File: src/rtl/pgxl_pkg.sv
package pgxl_pkg;
  localparam int FRAME_W = 3;

  typedef struct packed {
    logic               present;
    logic               referenced;
    logic               modified;
    logic [FRAME_W-1:0] frame;
  } pte_t;
endpackage

File: src/rtl/pgxl_rst_sync.sv
module pgxl_rst_sync (
  input  logic clk,
  input  logic rst_n,
  output logic rst_sync_n
);
  logic meta_q;
  logic hold_q;

  always_ff @(posedge clk or negedge rst_n) begin
    if (!rst_n) begin
      meta_q <= 1'b0;
      hold_q <= 1'b0;
    end else begin
      meta_q <= 1'b1;
      hold_q <= meta_q;
    end
  end

  assign rst_sync_n = hold_q;
endmodule

File: src/rtl/pgxl_entry.sv
module pgxl_entry
  import pgxl_pkg::*;
(
  input  logic clk,
  input  logic rst_n,
  input  logic ld_hit,
  input  pte_t ld_val,
  input  logic acc_hit,
  input  logic acc_write,
  input  logic clr_ref,
  output pte_t entry_q
);
  pte_t entry_d;
  logic entry_en;

  always_comb begin
    entry_en = ld_hit | acc_hit | clr_ref;
    entry_d  = entry_q;
    if (ld_hit) begin
      entry_d = ld_val;
    end else begin
      entry_d.referenced = (entry_q.referenced & ~clr_ref) | acc_hit;
      entry_d.modified   = entry_q.modified | (acc_hit & acc_write);
    end
  end

  always_ff @(posedge clk or negedge rst_n) begin
    if (!rst_n) begin
      entry_q <= '0;
    end else if (entry_en) begin
      entry_q <= entry_d;
    end
  end
endmodule

File: src/rtl/pgxl_lookup.sv
module pgxl_lookup
  import pgxl_pkg::*;
#(
  parameter int PAGE_W = 4,
  parameter int OFF_W  = 12,
  localparam int N     = 1 << PAGE_W,
  localparam int VA_W  = PAGE_W + OFF_W,
  localparam int PA_W  = FRAME_W + OFF_W
) (
  input  logic             clk,
  input  logic             rst_n,
  input  logic             req_valid,
  input  logic [VA_W-1:0]  req_addr,
  input  pte_t [N-1:0]     tbl,
  output logic [PAGE_W-1:0] page_idx,
  output logic             acc_ok,
  output logic             rsp_valid,
  output logic [PA_W-1:0]  rsp_paddr,
  output logic             rsp_fault
);
  pte_t            sel;
  logic [OFF_W-1:0] offset;
  logic            valid_d;
  logic            fault_d;
  logic [PA_W-1:0] paddr_d;

  always_comb begin
    page_idx = req_addr[VA_W-1:OFF_W];
    offset   = req_addr[OFF_W-1:0];
    sel      = tbl[page_idx];
    acc_ok   = req_valid & sel.present;
    valid_d  = acc_ok;
    fault_d  = req_valid & ~sel.present;
    paddr_d  = acc_ok ? {sel.frame, offset} : '0;
  end

  always_ff @(posedge clk or negedge rst_n) begin
    if (!rst_n) begin
      rsp_valid <= 1'b0;
      rsp_fault <= 1'b0;
      rsp_paddr <= '0;
    end else begin
      rsp_valid <= valid_d;
      rsp_fault <= fault_d;
      rsp_paddr <= paddr_d;
    end
  end
endmodule

File: src/rtl/pgxl_translator.sv
module pgxl_translator
  import pgxl_pkg::*;
#(
  parameter int PAGE_W = 4,
  parameter int OFF_W  = 12,
  localparam int N     = 1 << PAGE_W,
  localparam int VA_W  = PAGE_W + OFF_W,
  localparam int PA_W  = FRAME_W + OFF_W
) (
  input  logic               clk,
  input  logic               rst_n,
  input  logic               req_valid,
  input  logic [VA_W-1:0]    req_addr,
  input  logic               req_write,
  input  logic               ld_en,
  input  logic [PAGE_W-1:0]  ld_idx,
  input  logic [FRAME_W-1:0] ld_frame,
  input  logic               ld_present,
  input  logic               ld_ref,
  input  logic               ld_mod,
  input  logic               clr_ref,
  input  logic [PAGE_W-1:0]  mon_idx,
  output logic [FRAME_W-1:0] mon_frame,
  output logic               mon_present,
  output logic               mon_ref,
  output logic               mon_mod,
  output logic               rsp_valid,
  output logic [PA_W-1:0]    rsp_paddr,
  output logic               rsp_fault
);
  logic            rst_int_n;
  pte_t [N-1:0]    tbl;
  pte_t            ld_val;
  pte_t            mon_sel;
  logic [PAGE_W-1:0] page_idx;
  logic            acc_ok;

  pgxl_rst_sync u_rst (
    .clk        (clk),
    .rst_n      (rst_n),
    .rst_sync_n (rst_int_n)
  );

  always_comb begin
    ld_val.present    = ld_present;
    ld_val.referenced = ld_ref;
    ld_val.modified   = ld_mod;
    ld_val.frame      = ld_frame;
  end

  for (genvar i = 0; i < N; i++) begin : g_ent
    pgxl_entry u_ent (
      .clk       (clk),
      .rst_n     (rst_int_n),
      .ld_hit    (ld_en && (ld_idx == PAGE_W'(i))),
      .ld_val    (ld_val),
      .acc_hit   (acc_ok && (page_idx == PAGE_W'(i))),
      .acc_write (req_write),
      .clr_ref   (clr_ref),
      .entry_q   (tbl[i])
    );
  end

  pgxl_lookup #(.PAGE_W(PAGE_W), .OFF_W(OFF_W)) u_lookup (
    .clk       (clk),
    .rst_n     (rst_int_n),
    .req_valid (req_valid),
    .req_addr  (req_addr),
    .tbl       (tbl),
    .page_idx  (page_idx),
    .acc_ok    (acc_ok),
    .rsp_valid (rsp_valid),
    .rsp_paddr (rsp_paddr),
    .rsp_fault (rsp_fault)
  );

  always_comb begin
    mon_sel     = tbl[mon_idx];
    mon_frame   = mon_sel.frame;
    mon_present = mon_sel.present;
    mon_ref     = mon_sel.referenced;
    mon_mod     = mon_sel.modified;
  end
endmodule

File: config.mk
export PLATFORM = sky130hd
export DESIGN_NAME = pgxl_translator
export DESIGN_NICKNAME = d
export VERILOG_FILES = /design/src/rtl/pgxl_pkg.sv /design/src/rtl/pgxl_rst_sync.sv /design/src/rtl/pgxl_entry.sv /design/src/rtl/pgxl_lookup.sv /design/src/rtl/pgxl_translator.sv
export SDC_FILE = /design/constraint.sdc
export NUM_CORES = 1
export LEC_CHECK = 0
export BUFFER_PORTS_ARGS = -buffer_cell sky130_fd_sc_hd__buf_2
export CORE_MARGIN = 5
export CORE_UTILIZATION = 64
export DETAILED_ROUTE_END_ITERATION = 6
export PLACE_DENSITY = 0.86
export SYNTH_ARGS = -nofsm -noshare
export SYNTH_HDL_FRONTEND = slang
export SYNTH_SLANG_ARGS = --single-unit
File: constraint.sdc
create_clock -name clk -period 10.17 [get_ports clk]
set_input_delay 2.034 -clock clk [delete_from_list [all_inputs] [get_ports clk]]
set_output_delay 2.034 -clock clk [all_outputs]
set_load 0.01 [all_outputs]
==> results of run 1 <==
[cell type report]
type,count,area share (%)
Sequential cell,115,42.4
Multi-Input combinational cell,322,41.5
Clock buffer,22,6.67
Timing Repair Buffer,59,4.39
Clock inverter,9,2.99
Tap cell,108,1.99
Inverter,1,0.0553
[stage by stage]
step                setup WS [ps]  util, %  total power [uW]  hold slack, ps
floorplan                    4600        -               793             331
global placement             4260     69.7               858             319
detailed placement           4170     69.7               876             328
CTS                          4170     77.1              1550             335
global route                 4060     77.1              1610             367
finish                       4190     77.1              1560             311
[worst reg2reg max path, stage by stage, from the launching register on]
cell and delay [ps]:
sky130_fd_sc_hd__dfrtp_1 430, sky130_fd_sc_hd__mux2_1 320, sky130_fd_sc_hd__mux4_2 510, sky130_fd_sc_hd__a32o_2 330, sky130_fd_sc_hd__and2_1 200
[routing by layer]
layer | global-route usage [%] | share of wire (%) | vias to the layer above
met5 | 2.23 | 0 | -
met4 | 15.0 | 4.5 | 0
met3 | 10.2 | 11 | 81
met2 | 45.6 | 47 | 403
met1 | 39.7 | 37 | 2231
li1 | - | - | 1821
[sequential cells by signal (all words and copies together) (netlist names)]
register / flops
u_rst.meta_q: 1
u_lookup.rsp_fault: 1
g_ent.u_ent.entry_q: 96
u_lookup.rsp_paddr: 15
u_lookup.rsp_valid: 1
u_rst.rst_sync_n: 1
[worst max path at each step]
stage                    to       start
3_5_place_dp   mon_frame[2]  mon_idx[0]
3_3_place_gp   mon_frame[0]  mon_idx[0]
5_1_grt        mon_frame[0]  mon_idx[0]
2_1_floorplan  mon_frame[0]  mon_idx[0]
4_1_cts        mon_frame[0]  mon_idx[0]
6_report       mon_frame[0]  mon_idx[0]
[cells in the final DEF (no fill, tap or decap), types with 3 or more instances in the layout]
| cell type | synthesis | final |
|---|---|---|
| sky130_fd_sc_hd__a21oi_1 | 50 | 50 |
| sky130_fd_sc_hd__a22oi_1 | 16 | 16 |
| sky130_fd_sc_hd__and2_1 | 19 | 19 |
| sky130_fd_sc_hd__and3_1 | 5 | 5 |
| sky130_fd_sc_hd__and3b_1 | 4 | 4 |
| sky130_fd_sc_hd__buf_2 | 10 | 58 |
| sky130_fd_sc_hd__bufinv_16 | 0 | 6 |
| sky130_fd_sc_hd__clkbuf_1 | 23 | 3 |
| sky130_fd_sc_hd__clkbuf_16 | 0 | 16 |
| sky130_fd_sc_hd__clkbuf_8 | 0 | 3 |
| sky130_fd_sc_hd__clkinvlp_4 | 0 | 3 |
| sky130_fd_sc_hd__dfrtp_1 | 115 | 114 |
| sky130_fd_sc_hd__mux2_2 | 56 | 56 |
| sky130_fd_sc_hd__mux2i_1 | 3 | 3 |
| sky130_fd_sc_hd__mux4_2 | 47 | 47 |
| sky130_fd_sc_hd__nand2_1 | 55 | 55 |
| sky130_fd_sc_hd__nand3_1 | 12 | 12 |
| sky130_fd_sc_hd__nor2_1 | 36 | 36 |
| sky130_fd_sc_hd__nor2b_1 | 11 | 11 |
[cells by family after synthesis]
group | Yosys count
AO/OA/AOI/OAI | 71
buffers and inverters | 37
flip-flops | 115
multiplexers | 107
other | 1
AND/OR/NAND/NOR | 143
[power breakdown]
part	switching (uW)	internal [uW]
Clock	210	459
Combinational	113	152
Sequential	80.4	543
Total	404	1150
==> results.txt, run 1 <==
----------------------------------------------------
[Placement]
  Half-perimeter wire length of the detailed placement result ... 10000 um
  Placed insts ... 605
  Area after DPL ... 6130 um2
  Number of port buffers ... 58
  Gp weighted congestion ... 0.996

[Timing]
  Clock period minus worst slack ... 5980 ps
  Clock tree skew after final layout ... 7.80 ps
  Setup repair after global routing missed its margin ... false
  Final slew viol count ... 0
  Ratio of final minimum period to clock period ... 58.8%
  Final number of setup-violating endpoints ... 0
  Relative slew slack ... 38.0%
  Total Neg Setup Slack ... 0 ps
  Tightest Pin Transition ... 929 ps
  Number of failing hold endpoints at the final stage ... 0
  Max Clk Rate ... 167 MHz

[Logic synthesis]
  Number of instances in the synthesized netlist ... 474
  Synth top cells by count ... 115 x sky130_fd_sc_hd__dfrtp_1, 56 x sky130_fd_sc_hd__mux2_2, 55 x sky130_fd_sc_hd__nand2_1
  Dominant register cell in the synthesized netlist ... sky130_fd_sc_hd__dfrtp_1
  Synth Area per Inst ... 12.3 um2
  Synth Area in Simple Gates ... 11.3%
  Ys Warns ... 0
  Post-synth ARST share ... 100%
  Cell type contributing the most total cell area after synthesis ... sky130_fd_sc_hd__dfrtp_1
  Number of unique standard cell types used by synthesis ... 25
  Share of the synthesized area in the top cell type ... 49.2%
  Share of the synthesized area in compound gates (AO/OA/AOI/OAI) ... 7.14%
  Total nets after synthesis ... 510
  Multiplexer area fraction after synthesis ... 29.6%
  Register bit total from synthesis ... 115
  Adder and majority gate portion of the synthesized area ... 0%
  Cell Area, Synth ... 5850 um2
  EDFF count, synth ... 0
  Sequential cell area fraction in the yosys report ... 49.2%
  Top post-synthesis cells by area ... sky130_fd_sc_hd__dfrtp_1 49%, sky130_fd_sc_hd__mux4_2 18%, sky130_fd_sc_hd__mux2_2 11%
  Xor/xnor cell area share of the yosys netlist ... 0%
  Most repeated cell in the gate-level netlist after synthesis ... sky130_fd_sc_hd__dfrtp_1
  Main combinational cell family by area after synthesis ... multiplexers

[Critical path]
  Number of gates on the worst path with buffers counted ... 4
  Cells along the critical path ... buf_2 > mux4_2 > mux4_2 > buf_2
  Slowest stage delay, CP ... 610 ps
  Bufs and invs on worst path ... 2
  Required @ worst endpoint ... 8140 ps
  Worst Path Class, Setup ... in2out
  Destination of the worst register-to-register timing path ... u_lookup.rsp_paddr[0]
  Kind of capture point of the worst setup path ... output pin
  Count of cells along the worst register-to-register path ... 4
  Family with the most delay on the worst path ... multiplexers
  Startpoint types ... input pin
  Register-to-register path setup slack ... 8270 ps
  Worst R2R Start ... g_ent[15].u_ent.entry_q[5]
  Cell at the slowest stage of the critical path ... sky130_fd_sc_hd__buf_2
  Crit path max fanout ... 24
  Arrival time worst endpoint ... 3940 ps

[Drt]
  Total number of vias ... 4536
  Post-route ant nets ... 0
  Mean routed wirelength per cell ... 25.0 um
  Total DRC errors in the routed layout ... 0
  Iteration-0 DRC Markers ... 471
  Vias/cell ... 7.13
  Final Routed Wirelength ... 15900 um
  Number of search-and-repair iterations in the first detailed-routing pass ... 6

[Floorplanning]
  Std-Cell Core Area ... 8810 um2
  Overall die width ... 106 um
  Count of pins on the block boundary ... 59
  Initial cell density of the core ... 66.5%
  Die Span Y ... 106 um
  Core Rows ... 34
  Total Die Area ... 11200 um2

[Pwr]
  Static power due to leakage ... 0.00308 uW
  Total power divided by cell area ... 229 nW/um2
  Peak supply drop ... 0.118 mV

[GRT]
  First-pass GRT wire length ... 25700 um
  Antenna violations before repair ... 0
  Pin count of the biggest net entering global routing ... 74
  Total track usage ... 30.3%
  Via count of the first global-routing pass ... 4675
  Global route total overflow ... 0

[Clock network]
  Clock buffers created by TritonCTS ... 17
  Maximum level of the CTS H-tree ... 4
  Number of gates given a new drive strength after cts ... 0
  Buffer cell driving the clock tree root ... sky130_fd_sc_hd__clkbuf_8
  Clock sink total ... 115
  Post-CTS Setup Bufs ... 0
  Insertion delay of the later-clocked pin in the worst-skew pair ... 530 ps
  Maximum root-to-sink buffer count ... 2
  Worst-path clk slew ... 60 ps
  Clock tree from TritonCTS ... done
  Cts-stage hold buffer count ... 0

[Job]
  Reported max-cap violation count ... 0

[Finish]
  Final cell count without fillers ... 636
  Number of fillers in the final layout ... 501
  Total number of nets in the final design ... 552
  Total area of sequential cells ... 2880 um2
  Area of the multi-input gates ... 2820 um2
  Final design area excluding fillers ... 6790 um2
  Number of diodes added for antenna fixing ... 0
  Layout-stage area growth over the synthesis result ... 16.0%
  Share of cells above drive strength 1 ... 36.4%

[Min path]
  Path class of the lowest-slack min-delay path ... reg2async

[Outcome]
  Status ... completed

----------------------------------------------------
Power figures use the tool's default switching activity.
==> inputs of run 2 (changes only) <==
- CORE_UTILIZATION: 64 -> 59
- PLACE_DENSITY: 0.86 -> 0.8
- clock period: 10.17 -> 5.7 ns (I/O delays scaled with it)
==> results.txt, run 2 (synthesized netlist as in run 1, its figures left out) <==
----------------------------------------------------
[Outcome]
  Status ... completed

[Critical path]
  Cells along the critical path ... buf_2 > mux4_2 > mux4_2 > buf_2
  Slowest stage delay, CP ... 650 ps (+40 ps)
  Crit path max fanout ... 24 (unchanged)
  Number of gates on the worst path with buffers counted ... 4 (unchanged)
  Worst Path Class, Setup ... in2out
  Required @ worst endpoint ... 4560 ps (-3580 ps)
  Bufs and invs on worst path ... 2 (unchanged)
  Kind of capture point of the worst setup path ... output pin
  Cell at the slowest stage of the critical path ... sky130_fd_sc_hd__buf_2
  Startpoint types ... input pin
  Arrival time worst endpoint ... 3070 ps (-870 ps)
  Count of cells along the worst register-to-register path ... 4 (unchanged)
  Family with the most delay on the worst path ... multiplexers

[Drt]
  Total number of vias ... 4248 (-6.3%)
  Vias/cell ... 6.42 (-10%)
  Final Routed Wirelength ... 15100 um (-5.4%)
  Mean routed wirelength per cell ... 22.7 um (-9.1%)
  Iteration-0 DRC Markers ... 315 (-33%)
  Post-route ant nets ... 0 (unchanged)
  Total DRC errors in the routed layout ... 0 (unchanged)
  Number of search-and-repair iterations in the first detailed-routing pass ... 6 (unchanged)

[GRT]
  First-pass GRT wire length ... 23800 um (-7.5%)
  Pin count of the biggest net entering global routing ... 67 (-9.5%)
  Total track usage ... 27.4% (-2.9 points)
  Global route total overflow ... 0 (unchanged)
  Via count of the first global-routing pass ... 4506 (-3.6%)
  Antenna violations before repair ... 0 (unchanged)

[Clock network]
  Number of gates given a new drive strength after cts ... 0 (unchanged)
  Clock tree from TritonCTS ... done
  Maximum level of the CTS H-tree ... 4 (unchanged)
  Maximum root-to-sink buffer count ... 2 (unchanged)
  Clock buffers created by TritonCTS ... 17 (unchanged)
  Buffer cell driving the clock tree root ... sky130_fd_sc_hd__clkbuf_8
  Post-CTS Setup Bufs ... 0 (unchanged)
  Insertion delay of the later-clocked pin in the worst-skew pair ... 530 ps (about the same)
  Clock sink total ... 115 (unchanged)
  Cts-stage hold buffer count ... 0 (unchanged)
  Worst-path clk slew ... 60 ps (about the same)

[Timing]
  Number of failing hold endpoints at the final stage ... 0 (unchanged)
  Setup repair after global routing missed its margin ... false
  Max Clk Rate ... 238 MHz
  Total Neg Setup Slack ... 0 ps (unchanged)
  Relative slew slack ... 42.9% (+4.9 points)
  Ratio of final minimum period to clock period ... 73.9%
  Final slew viol count ... 0 (unchanged)
  Post-layout worst setup margin ... 1490 ps (-2700 ps)
  Tightest Pin Transition ... 857 ps (-72.8 ps)
  Clock tree skew after final layout ... 8.43 ps (+0.634 ps)
  Final number of setup-violating endpoints ... 0 (unchanged)
  Clock period minus worst slack ... 4210 ps

[Pwr]
  Flop pwr share ... 41.5% (+1.5 points)
  Total power divided by cell area ... 387 nW/um2 (+69%)
  Portion of total power attributed to the clock network ... 40.9% (-2.0 points)
  Int Pwr ... 1940 uW (+68%)
  Switching Share ... 26.0% (+0.051 points)
  Static power due to leakage ... 0.00307 uW (-0.55%)
  Net switching power of the design ... 679 uW (+68%)
  Proportion of power drawn by combinational gates ... 17.6% (+0.6 points)
  Peak supply drop ... 0.270 mV (+130%)

[Min path]
  Path class of the lowest-slack min-delay path ... reg2async

[Floorplanning]
  Initial cell density of the core ... 60.1% (-6.3 points)
  Die Span Y ... 110 um (+3.8%)
  Total Die Area ... 12000 um2 (+7.7%)
  Std-Cell Core Area ... 9730 um2 (+10%)
  Core Rows ... 36 (+5.9%)
  Overall die width ... 110 um (+3.8%)
  Count of pins on the block boundary ... 59 (unchanged)

[Finish]
  Largest registers ... g_ent.u_ent.entry_q x96, u_lookup.rsp_paddr x15
  Number of fillers in the final layout ... 695 (+39%)
  Most frequent standard cell in the layout excluding fill and tap cells ... sky130_fd_sc_hd__dfrtp_1
  Highest-count cells in the layout ignoring fill and taps ... 114 x sky130_fd_sc_hd__dfrtp_1, 58 x sky130_fd_sc_hd__buf_2, 56 x sky130_fd_sc_hd__mux2_2, 55 x sky130_fd_sc_hd__nand2_1, 50 x sky130_fd_sc_hd__a21oi_1
  Share of cells above drive strength 1 ... 36.7% (+0.31 points)
  Largest register by flop count ... g_ent.u_ent.entry_q
  Layout-stage area growth over the synthesis result ... 15.5%
  Number of diodes added for antenna fixing ... 0 (unchanged)
  Total number of nets in the final design ... 552 (unchanged)
  Number of flip-flops under the largest register name ... 96 (unchanged)

[Placement]
  Number of port buffers ... 58 (unchanged)
  Minimum setup slack after placement ... 1460 ps (-2710 ps)
  Gp weighted congestion ... 0.889 (-11%)
  Half-perimeter wire length of the detailed placement result ... 9560 um (-4.6%)

[Job]
  Reported max-cap violation count ... 0 (unchanged)

----------------------------------------------------
## run 2: final timing paths
kind                                            start                   endpoint  slack, ps
min                                  u_rst.rst_sync_n  g_ent[0].u_ent.entry_q[1]        350
max reg2reg                g_ent[15].u_ent.entry_q[5]      u_lookup.rsp_paddr[6]       3860
min in group clk                         u_rst.meta_q           u_rst.rst_sync_n        370
max in group asynchronous            u_rst.rst_sync_n  g_ent[6].u_ent.entry_q[0]       4090
max                                        mon_idx[0]               mon_frame[2]       1490
min reg2reg                          u_rst.rst_sync_n  g_ent[0].u_ent.entry_q[1]        350
## run 2: power by group through the flow
| stage | registers, uW | logic (uW) | clock network, uW |
|---|---|---|---|
| 6_report | 1090 | 459 | 1070 |
| 3_3_place_gp | 1080 | 436 | 0 |
| 3_5_place_dp | 1090 | 458 | 0 |
| 5_1_grt | 1100 | 499 | 1110 |
| 2_1_floorplan | 1060 | 350 | 0 |
| 4_1_cts | 1080 | 461 | 1080 |
## run 2: area by class of cell
type / count / area, um2 / area share (%)
clock buffers: 22 / 463 / 6.85
clock inverters: 10 / 130 / 1.93
inverters: 1 / 3.75 / 0.0555
multi-input cells: 322 / 2820 / 41.7
flip-flops and latches: 115 / 2880 / 42.6
well taps: 133 / 166 / 2.46
repair buffers: 59 / 298 / 4.41
## run 2: per-layer routing
metal / up-vias / GRT usage [%] / share of wire [%] / routed length [um]
met1: 2115 / 31.8 / 36 / 5430
met2: 236 / 44.9 / 50 / 7560
met4: 0 / 16.2 / 4.8 / 717
met5: - / 0 / 0 / 0
li1: 1827 / - / - / -
met3: 70 / 8.40 / 8.9 / 1350
## run 2: worst register-to-register path: cells and delay by family (launching register included)
kind               cells  cell delay (ps)
DFF                    1              410
AOI/OAI and AO/OA      1              330
and+or+nand+nor        1              190
muxes                  2              790
## run 2: through the flow
step           instances  area, um2  hold WS [ps]  utilization (%)  power, uW
2_1_floorplan        474       5850           331                -       1410
3_3_place_gp         630       6160           337             63.4       1520
3_5_place_dp         630       6160           360             63.4       1550
4_1_cts              662       6760           374             69.5       2620
5_1_grt              662       6760           377             69.5       2720
6_report             662       6760           350             69.5       2610
